[config.mk]
export PLATFORM = sky130hd
export DESIGN_NAME = stsrq_status_unit
export DESIGN_NICKNAME = d
export VERILOG_FILES = /design/src/rtl/stsrq_pkg.sv /design/src/rtl/stsrq_queue_tracker.sv /design/src/rtl/stsrq_enable_reg.sv /design/src/rtl/stsrq_service_req.sv /design/src/rtl/stsrq_status_unit.sv
export SDC_FILE = /design/constraint.sdc
export NUM_CORES = 1
export LEC_CHECK = 0
export BUFFER_PORTS_ARGS = -buffer_cell sky130_fd_sc_hd__buf_2
export CAP_MARGIN = 0
export CORE_MARGIN = 2
export CORE_UTILIZATION = 52
export CTS_BUF_LIST = sky130_fd_sc_hd__clkbuf_4
export DETAILED_ROUTE_END_ITERATION = 10
export GPL_TIMING_DRIVEN = 0
export PLACE_DENSITY = 0.79
export REMOVE_ABC_BUFFERS = 1
export SYNTH_ARGS = -nofsm -noshare
export SYNTH_HDL_FRONTEND = slang
export SYNTH_HIERARCHICAL = 1
export SYNTH_SLANG_ARGS = --single-unit
[constraint.sdc]
create_clock -name clk -period 3.7 [get_ports clk]
set_clock_uncertainty 0.2 [all_clocks]
set_input_delay 0.74 -clock clk [delete_from_list [all_inputs] [get_ports clk]]
set_output_delay 0.74 -clock clk [all_outputs]
set_load 0.02 [all_outputs]
[src/rtl/stsrq_pkg.sv]
package stsrq_pkg;
  localparam int STB_W = 8;

  localparam int BIT_EAV  = 2;
  localparam int BIT_QUES = 3;
  localparam int BIT_MAV  = 4;
  localparam int BIT_EVT  = 5;
  localparam int BIT_SUM6 = 6;
  localparam int BIT_OPER = 7;

  // bits that may contribute to the master summary
  localparam logic [STB_W-1:0] SUM_SRC_MASK = ~(STB_W'(1) << BIT_SUM6);

  typedef struct packed {
    logic             is_poll;
    logic [STB_W-1:0] data;
  } rsp_beat_t;
endpackage

[src/rtl/stsrq_queue_tracker.sv]
module stsrq_queue_tracker #(
  parameter int DEPTH = 32,
  parameter int CW    = $clog2(DEPTH + 1)
) (
  input  logic          clk,
  input  logic          rst_n,
  input  logic          clr,
  input  logic          push,
  input  logic          pop,
  output logic [CW-1:0] count,
  output logic          not_empty
);
  localparam logic [CW-1:0] FULL_VAL = CW'(DEPTH);

  logic [CW-1:0] cnt_q;
  logic [CW-1:0] cnt_d;
  logic          full;

  assign full      = (cnt_q == FULL_VAL);
  assign not_empty = (cnt_q != '0);
  assign count     = cnt_q;

  always_comb begin
    cnt_d = cnt_q;
    if (clr) begin
      cnt_d = '0;
    end else if (push && pop) begin
      cnt_d = cnt_q;
    end else if (push && !full) begin
      cnt_d = cnt_q + CW'(1);
    end else if (pop && not_empty) begin
      cnt_d = cnt_q - CW'(1);
    end
  end

  always_ff @(posedge clk) begin
    if (!rst_n) cnt_q <= '0;
    else        cnt_q <= cnt_d;
  end

  AST_CNT_BOUNDED: assert property (@(posedge clk) disable iff (!rst_n)
    cnt_q <= FULL_VAL);

  AST_FULL_PUSH_DROP: assert property (@(posedge clk) disable iff (!rst_n)
    (full && push && !pop && !clr) |=> (cnt_q == FULL_VAL));

  AST_EMPTY_POP_IGNORED: assert property (@(posedge clk) disable iff (!rst_n)
    (!not_empty && pop && !push && !clr) |=> (cnt_q == '0));

  AST_PUSH_POP_HOLD: assert property (@(posedge clk) disable iff (!rst_n)
    (push && pop && !clr) |=> $stable(cnt_q));

  AST_CLR_EMPTIES: assert property (@(posedge clk) disable iff (!rst_n)
    clr |=> (cnt_q == '0));
endmodule

[src/rtl/stsrq_enable_reg.sv]
module stsrq_enable_reg #(
  parameter int W = 8
) (
  input  logic         clk,
  input  logic         rst_n,
  input  logic         wr,
  input  logic [W-1:0] wdata,
  output logic [W-1:0] q
);
  always_ff @(posedge clk) begin
    if (!rst_n)  q <= '0;
    else if (wr) q <= wdata;
  end

  AST_ENABLE_HELD: assert property (@(posedge clk) disable iff (!rst_n)
    !wr |=> $stable(q));
endmodule

[src/rtl/stsrq_service_req.sv]
module stsrq_service_req
  import stsrq_pkg::*;
(
  input  logic             clk,
  input  logic             rst_n,
  input  logic             clr,
  input  logic             poll,
  input  logic [STB_W-1:0] stb_src,
  input  logic [STB_W-1:0] enable,
  output logic             mss,
  output logic             rqs
);
  logic mss_hist_q;
  logic rqs_q;
  logic rise;

  assign mss  = |(stb_src & enable & SUM_SRC_MASK);
  assign rise = mss && !mss_hist_q;
  assign rqs  = rqs_q;

  always_ff @(posedge clk) begin
    if (!rst_n) begin
      mss_hist_q <= 1'b0;
      rqs_q      <= 1'b0;
    end else if (clr) begin
      mss_hist_q <= 1'b0;
      rqs_q      <= 1'b0;
    end else begin
      mss_hist_q <= mss;
      if (rise)      rqs_q <= 1'b1;
      else if (poll) rqs_q <= 1'b0;
    end
  end

  AST_RQS_SETS_ON_RISE: assert property (@(posedge clk) disable iff (!rst_n)
    (rise && !clr) |=> rqs_q);

  AST_RQS_HOLDS: assert property (@(posedge clk) disable iff (!rst_n)
    (rqs_q && !poll && !clr) |=> rqs_q);

  AST_POLL_CLEARS: assert property (@(posedge clk) disable iff (!rst_n)
    (poll && !rise && !clr) |=> !rqs_q);

  AST_POLL_RISE_KEEPS: assert property (@(posedge clk) disable iff (!rst_n)
    (poll && rise && !clr) |=> rqs_q);

  AST_CLR_DROPS_RQS: assert property (@(posedge clk) disable iff (!rst_n)
    clr |=> !rqs_q);
endmodule

[src/rtl/stsrq_status_unit.sv]
module stsrq_status_unit
  import stsrq_pkg::*;
#(
  parameter int OQ_DEPTH = 16,
  parameter int EQ_DEPTH = 32
) (
  input  logic                          clk,
  input  logic                          rst_n,
  input  logic                          clear_all,
  input  logic                          sre_wr,
  input  logic [7:0]                    sre_wdata,
  input  logic                          oq_push,
  input  logic                          oq_pop,
  input  logic                          eq_push,
  input  logic                          eq_pop,
  input  logic                          ques_sum,
  input  logic                          evt_sum,
  input  logic                          oper_sum,
  input  logic                          query_req,
  input  logic                          poll_req,
  output logic [7:0]                    stat_byte,
  output logic [7:0]                    sre_value,
  output logic [$clog2(OQ_DEPTH+1)-1:0] oq_count,
  output logic [$clog2(EQ_DEPTH+1)-1:0] eq_count,
  output logic                          srq,
  output logic                          rsp_valid,
  output logic                          rsp_is_poll,
  output logic [7:0]                    rsp_data
);
  localparam int OQ_CW = $clog2(OQ_DEPTH + 1);
  localparam int EQ_CW = $clog2(EQ_DEPTH + 1);

  logic             oq_avail;
  logic             eq_avail;
  logic [STB_W-1:0] live_src;
  logic             mss;
  logic             rqs;
  rsp_beat_t        beat_q;
  logic             beat_vld_q;

  stsrq_queue_tracker #(.DEPTH(OQ_DEPTH), .CW(OQ_CW)) u_oq_trk (
    .clk(clk), .rst_n(rst_n), .clr(clear_all),
    .push(oq_push), .pop(oq_pop),
    .count(oq_count), .not_empty(oq_avail)
  );

  stsrq_queue_tracker #(.DEPTH(EQ_DEPTH), .CW(EQ_CW)) u_eq_trk (
    .clk(clk), .rst_n(rst_n), .clr(clear_all),
    .push(eq_push), .pop(eq_pop),
    .count(eq_count), .not_empty(eq_avail)
  );

  stsrq_enable_reg #(.W(STB_W)) u_sre (
    .clk(clk), .rst_n(rst_n), .wr(sre_wr), .wdata(sre_wdata), .q(sre_value)
  );

  // live summary bits; bit 6 is supplied per read kind
  always_comb begin
    live_src           = '0;
    live_src[BIT_EAV]  = eq_avail;
    live_src[BIT_QUES] = ques_sum;
    live_src[BIT_MAV]  = oq_avail;
    live_src[BIT_EVT]  = evt_sum;
    live_src[BIT_OPER] = oper_sum;
  end

  stsrq_service_req u_srq (
    .clk(clk), .rst_n(rst_n), .clr(clear_all), .poll(poll_req),
    .stb_src(live_src), .enable(sre_value), .mss(mss), .rqs(rqs)
  );

  always_comb begin
    stat_byte           = live_src;
    stat_byte[BIT_SUM6] = mss;
  end

  assign srq = rqs;

  // one response beat per read; a poll wins over a simultaneous query
  always_ff @(posedge clk) begin
    if (!rst_n) begin
      beat_vld_q <= 1'b0;
      beat_q     <= '0;
    end else begin
      beat_vld_q <= query_req || poll_req;
      if (poll_req) begin
        beat_q.is_poll          <= 1'b1;
        beat_q.data             <= live_src;
        beat_q.data[BIT_SUM6]   <= rqs;
      end else if (query_req) begin
        beat_q.is_poll          <= 1'b0;
        beat_q.data             <= stat_byte;
      end
    end
  end

  assign rsp_valid   = beat_vld_q;
  assign rsp_is_poll = beat_q.is_poll;
  assign rsp_data    = beat_q.data;

  AST_READ_ANSWERED: assert property (@(posedge clk) disable iff (!rst_n)
    (query_req || poll_req) |=> rsp_valid);

  AST_POLL_TAGGED: assert property (@(posedge clk) disable iff (!rst_n)
    poll_req |=> (rsp_valid && rsp_is_poll));

  AST_QUERY_TAGGED: assert property (@(posedge clk) disable iff (!rst_n)
    (query_req && !poll_req) |=> (rsp_valid && !rsp_is_poll));

  AST_CLEAR_KEEPS_ENABLE: assert property (@(posedge clk) disable iff (!rst_n)
    (clear_all && !sre_wr) |=> $stable(sre_value));

  AST_NO_IDLE_BEAT: assert property (@(posedge clk) disable iff (!rst_n)
    !(query_req || poll_req) |=> !rsp_valid);
endmodule

==> flow_summary.ini, run 1 <==
[critical_path]
cp-end-kind = primary output
r2r_cells = 9
crit_required_ns = 2.76
critPathSlowestCell = or4_4
rr_startpoint = u_eq_trk/count[3]
critPathArrivalTime_ns = 2.26
reg2reg_slack_ns = 0.71
cp_max_fo = 4
timing.rr.end = u_eq_trk/count[5]
slowest_delay_ns = 0.57
start_kind = flip-flop
cp_cell_sequence = or4_4, nor3_2, inv_1, a222oi_1, nand3_1, buf_2
worstSetupPathType = reg2out

[sta]
max_freq_mhz = 313
drv_slew = 0
rsz0062_at_grt = false
period_needed_ns = 3.20
fin_crit_sh_pct = 86.4
fin_setup_tns_ns = 0
hold_viol = 0
setup_viol = 0

[cells_and_area]
final_common_cell = buf_2
mostFrequentLayoutCells = buf_2, dfxtp_1, mux2i_1
fin_nets = 259
antenna_cells = 0
area_growth_pct = 17.0
final_cells = 274
layout-drive-gt1-share_pct = 30.9

[floorplanning]
start_util_pct = 55.2
num_rows = 20
die_h_um = 61.4
die_area_um2 = 3770
placeableCoreArea_um2 = 3100
io_pins = 59
die_w_um = 61.4

[pwr]
clkPwrFrac_pct = 24.5
internal-power_uw = 483
peakVddDrop_mv = 0.237
combinationalPowerShare_pct = 27.7
switching_share_pct = 33.5
p_seq_share_pct = 47.7
p_leak_nw = 0.977
p_per_area_nw_per_um2 = 362
switchingPower_uw = 243

[yosys]
synthTopCellsByArea = dfxtp_1, mux2i_1, ha_1, buf_4, nor2b_1
muxShareOfSynthArea_pct = 9.58
synth_ff_type = dfxtp_1
synth-compound-area-share_pct = 19.6
yosysTopAreaCell = dfxtp_1
synthSimpleGateAreaFrac_pct = 19.8
seq_area_frac_synth_pct = 33.9
async_flop_share_pct = 0
syn_area_per_cell_um2 = 9.73
yosysWarningCount = 6
syn_area_um2 = 1710
synth_top_family_by_area = simple AND/OR/NAND/NOR gates
synth-seq-cells = 29
synthAdderAreaFrac_pct = 7.46
yosysUniqueCellTypes = 47
synth_edf_count = 0
synthXorXnorAreaFrac_pct = 2.56
syn_inst = 176
synth_top_cell_area_share_pct = 33.9

[clocking]
numCtsBuffers = 5
cts_tree = done
cts_sinks = 29
cts_max_path_buffers = 2
insertion_delay_ns = 0.33
cts-htree-levels = 2
clock-root-buffer = clkbuf_4
clk_pin_slew_worst_paths_ns = 0.09
ctsResizeCount = 0
ctsHoldBuffers = 0
postCtsSetupRepairBufs = 0

[route]
drt-pass1-iter-count = 4
drc = 0
drt-total-wl_um = 3340
drt-initial-drc-count = 87
final_antenna_net_count = 0
wl_per_cell_um = 12.2
vias = 1436
viasPerCell = 5.24

[global_route]
overflow = 0
grt_pass1_vias = 1237
grt_first_pass_wirelength_um = 5190
grt_max_degree = 21
antenna_found_initial = 0
grt_usage_pct = 19.0

[min_path]
hold_class = reg2reg
worstHoldEndpoint = u_srq/rqs
min-delay-start = u_srq/mss_hist_q
min_path_cells = 2

[flow_run]
cap_violations = 0

[placement]
placedCellCount = 266
io_buffers = 54
place.gp.congestion = 0.796
dpl.hpwl_um = 2550

[status]
outcome = finished, final reports clean
## worst max-delay path by stage
stage | slack [ns] | cells after the start | start | endpoint
6_report | 0.50 | 6 | u_eq_trk/count[3] | stat_byte[6]
5_1_grt | 0.27 | 6 | u_eq_trk/count[0] | stat_byte[6]
4_1_cts | 0.46 | 6 | u_eq_trk/count[3] | stat_byte[6]
3_5_place_dp | 0.77 | 9 | u_eq_trk/count[3] | u_eq_trk/count[5]
3_3_place_gp | 0.78 | 9 | u_eq_trk/count[3] | u_eq_trk/count[5]
2_1_floorplan | 0.88 | 5 | u_eq_trk/count[3] | stat_byte[6]
## flip-flops by register name (all words and copies together), names as in the netlist
register,cells
u_eq_trk/count,6
u_oq_trk/count,5
rsp_data,6
rsp_valid,1
u_sre/q,8
rsp_is_poll,1
u_srq/mss_hist_q,1
u_srq/rqs,1
## layer usage
metal,vias to the layer above,part of all wire [%],global-route usage (%)
met1,665,47,24.4
met2,40,48,28.1
li1,731,-,-
met3,0,4.9,6.72
met4,0,0,9.73
met5,-,0,0
## kinds of logic after synthesis
group | count (synthesis)
AND/OR/NAND/NOR | 53
AO/OA/AOI/OAI | 47
flip-flops | 29
buffers and inverters | 17
multiplexers | 15
adder cells (fa/ha/maj) | 9
XOR/XNOR | 5
other | 1
## layout make-up
class,count,area [um^2]
Clock inverter,3,12.5
Multi-Input combinational cell,135,1030
Clock buffer,5,37.5
Tap cell,44,55.1
Timing Repair Buffer,54,270
Fill cell,284,1100
Inverter,4,15.0
Sequential cell,29,581
## power groups by stage
| stage | clock [mW] | combinational, mW | sequential [mW] |
|---|---|---|---|
| floorplan | 0 | 0.114 | 0.374 |
| global placement | 0 | 0.198 | 0.354 |
| detailed placement | 0 | 0.201 | 0.354 |
| CTS | 0.187 | 0.202 | 0.347 |
| global route | 0.202 | 0.221 | 0.350 |
| finish | 0.178 | 0.201 | 0.347 |
## synth_stat cells (all sizes together) (3+ instances only)
| cell type | n |
|---|---|
| inv | 4 |
| o22ai | 3 |
| buf | 12 |
| a21oi | 8 |
| nor3 | 7 |
| nand2 | 5 |
| xnor2 | 4 |
| mux2i | 13 |
| o21ai | 9 |
| a21boi | 6 |
| nor2b | 12 |
| a21o | 4 |
| dfxtp | 29 |
| ha | 7 |
| nand2b | 8 |
| nor2 | 9 |
| a211oi | 5 |
| o21a | 3 |
| or3b | 5 |
## critical path: cells and delay by family, from the launching register on
kind	cells	cell delay, ns
simple gates	3	0.93
compound gates	1	0.33
flops	1	0.35
buf+inv	2	0.31
## stage by stage
| stage | cell area, um^2 | setup WS [ns] | power [mW] | hold WS [ns] | util (%) |
|---|---|---|---|---|---|
| 2_1_floorplan | 1630 | 0.882 | 0.489 | 0.302 | - |
| 5_1_grt | 2000 | 0.266 | 0.773 | 0.371 | 64.6 |
| 3_5_place_dp | 1950 | 0.775 | 0.555 | 0.328 | 62.9 |
| 4_1_cts | 2000 | 0.463 | 0.735 | 0.351 | 64.6 |
| 6_report | 2000 | 0.503 | 0.726 | 0.341 | 64.6 |
| 3_3_place_gp | 1950 | 0.776 | 0.552 | 0.307 | 62.9 |
Note: power is estimated with default switching activity, not from simulation.
==> inputs of run 2 (changes only) <==
Settings changed: CORE_ASPECT_RATIO set to 0.75.
==> flow_summary.ini, run 2 (synthesized netlist as in run 1, its figures left out) <==
[status]
outcome = finished, final reports clean

[cells_and_area]
fin_nets = 259
fillers = 283
stdcell_area_um2 = 2020
final-seq-area_um2 = 581
layout-drive-gt1-share_pct = 31.4
area_growth_pct = 18.1
postLayoutCoreUtil_pct = 62.7
final_common_cell = buf_2
multi_input_area_um2 = 1030
antenna_cells = 0
mostFrequentLayoutCells = buf_2, dfxtp_1, mux2i_1
largest_reg_flops = 8
top_register = u_sre/q

[route]
drt-initial-drc-count = 51
drt-total-wl_um = 3370
drt-pass1-iter-count = 4
vias = 1439
viasPerCell = 5.35
final_antenna_net_count = 0
wl_per_cell_um = 12.5
drc = 0

[clocking]
cts_tree = done
clock-root-buffer = clkbuf_4
insertion_delay_ns = 0.33
cts-htree-levels = 2
cts_sinks = 29
postCtsSetupRepairBufs = 0
ctsHoldBuffers = 0
numCtsBuffers = 5
cts_max_path_buffers = 2
clk_pin_slew_worst_paths_ns = 0.09
ctsResizeCount = 0

[floorplanning]
num_rows = 18
io_pins = 59
start_util_pct = 53.1
die_w_um = 70.3
die_h_um = 53.7
placeableCoreArea_um2 = 3220
die_area_um2 = 3770

[placement]
placed_area_um2 = 1950
place.gp.congestion = 0.810
io_buffers = 54
dpl.hpwl_um = 2530

[sta]
hold_viol = 0
setup_viol = 0
hold_slack_ns = 0.334
fin_setup_tns_ns = 0
fin_crit_sh_pct = 88.5
period_needed_ns = 3.28
rsz0062_at_grt = false
drv_slew = 0
max_freq_mhz = 305

[critical_path]
rr_startpoint = u_eq_trk/count[3]
crit_end = stat_byte[6]
critPathSlowestCell = or4_4
crit_required_ns = 2.76
slowest_delay_ns = 0.56
start_kind = flip-flop
cp-end-kind = primary output
worst-path-buf-inv = 2
cp_cell_sequence = or4_4, nor3_2, inv_1, a222oi_1, nand3_1, buf_2
timing.rr.end = u_eq_trk/count[5]
cp_max_fo = 4
worstSetupPathType = reg2out
path_delay_family = simple AND/OR/NAND/NOR gates
critPathArrivalTime_ns = 2.34
reg2reg_slack_ns = 0.76
path_depth = 6
r2r_cells = 9
startpoint = u_eq_trk/count[3]

[global_route]
grt_usage_pct = 18.6
grt_max_degree = 21
overflow = 0
grt_first_pass_wirelength_um = 5390
antenna_found_initial = 0
grt_pass1_vias = 1230

[pwr]
internal-power_uw = 552
clkPwrFrac_pct = 31.4
peakVddDrop_mv = 0.259
combinationalPowerShare_pct = 25.2
switchingPower_uw = 247
p_seq_share_pct = 43.4
p_leak_nw = 0.988
p_per_area_nw_per_um2 = 395
switching_share_pct = 31.0

[min_path]
hold_class = reg2reg

[flow_run]
cap_violations = 0
run 2: per-stage QoR:
stage	power (mW)	std cells	setup WS, ns
2_1_floorplan	0.489	168	0.882
3_3_place_gp	0.552	262	0.768
3_5_place_dp	0.555	262	0.783
4_1_cts	0.805	269	0.408
5_1_grt	0.844	269	0.268
6_report	0.799	269	0.424
run 2: tightest hold or removal path, cell delays in order, from the launching register on:
cell	delay, ns
dfxtp_1	0.34
mux2i_1	0.07
nor2b_1	0.10
run 2: cell type report:
type                    instances  share of cell area, %
clock buffers                   5                   1.86
clock inverters                 2                   1.73
inverters                       4                  0.743
multi-input cells             135                   51.1
flip-flops and latches         29                   28.7
well taps                      40                   2.48
repair buffers                 54                   13.4
run 2: how the worst min path moves through the flow:
stage	startpoint	endpoint	slack, ns	depth (start not counted)
after global placement	u_sre/q[6]	u_sre/q[6]	0.30	2
after CTS	u_sre/q[6]	u_sre/q[6]	0.34	2
after global routing	rsp_data[3]	rsp_data[3]	0.37	2
after detailed placement	u_sre/q[6]	u_sre/q[6]	0.31	2
after floorplan	u_srq/mss_hist_q	u_srq/rqs	0.30	2
final	u_sre/q[6]	u_sre/q[6]	0.33	2
run 2: routing by layer:
layer | global-route usage [%] | wire length [um] | vias to the layer above | part of all wire [%]
li1 | - | - | 729 | -
met1 | 24.4 | 1640 | 647 | 49
met2 | 28.1 | 1430 | 59 | 42
met3 | 6.74 | 270 | 4 | 8.0
met4 | 8.01 | 37 | 0 | 1.1
met5 | 0 | 0 | - | 0
run 2: power by group through the flow:
stage                     logic (mW)  clock network, mW  registers, mW
after detailed placement       0.200                  0          0.354
final                          0.201              0.251          0.347
after global placement         0.198                  0          0.354
after CTS                      0.201              0.257          0.347
after floorplan                0.114                  0          0.374
after global routing           0.221              0.272          0.350
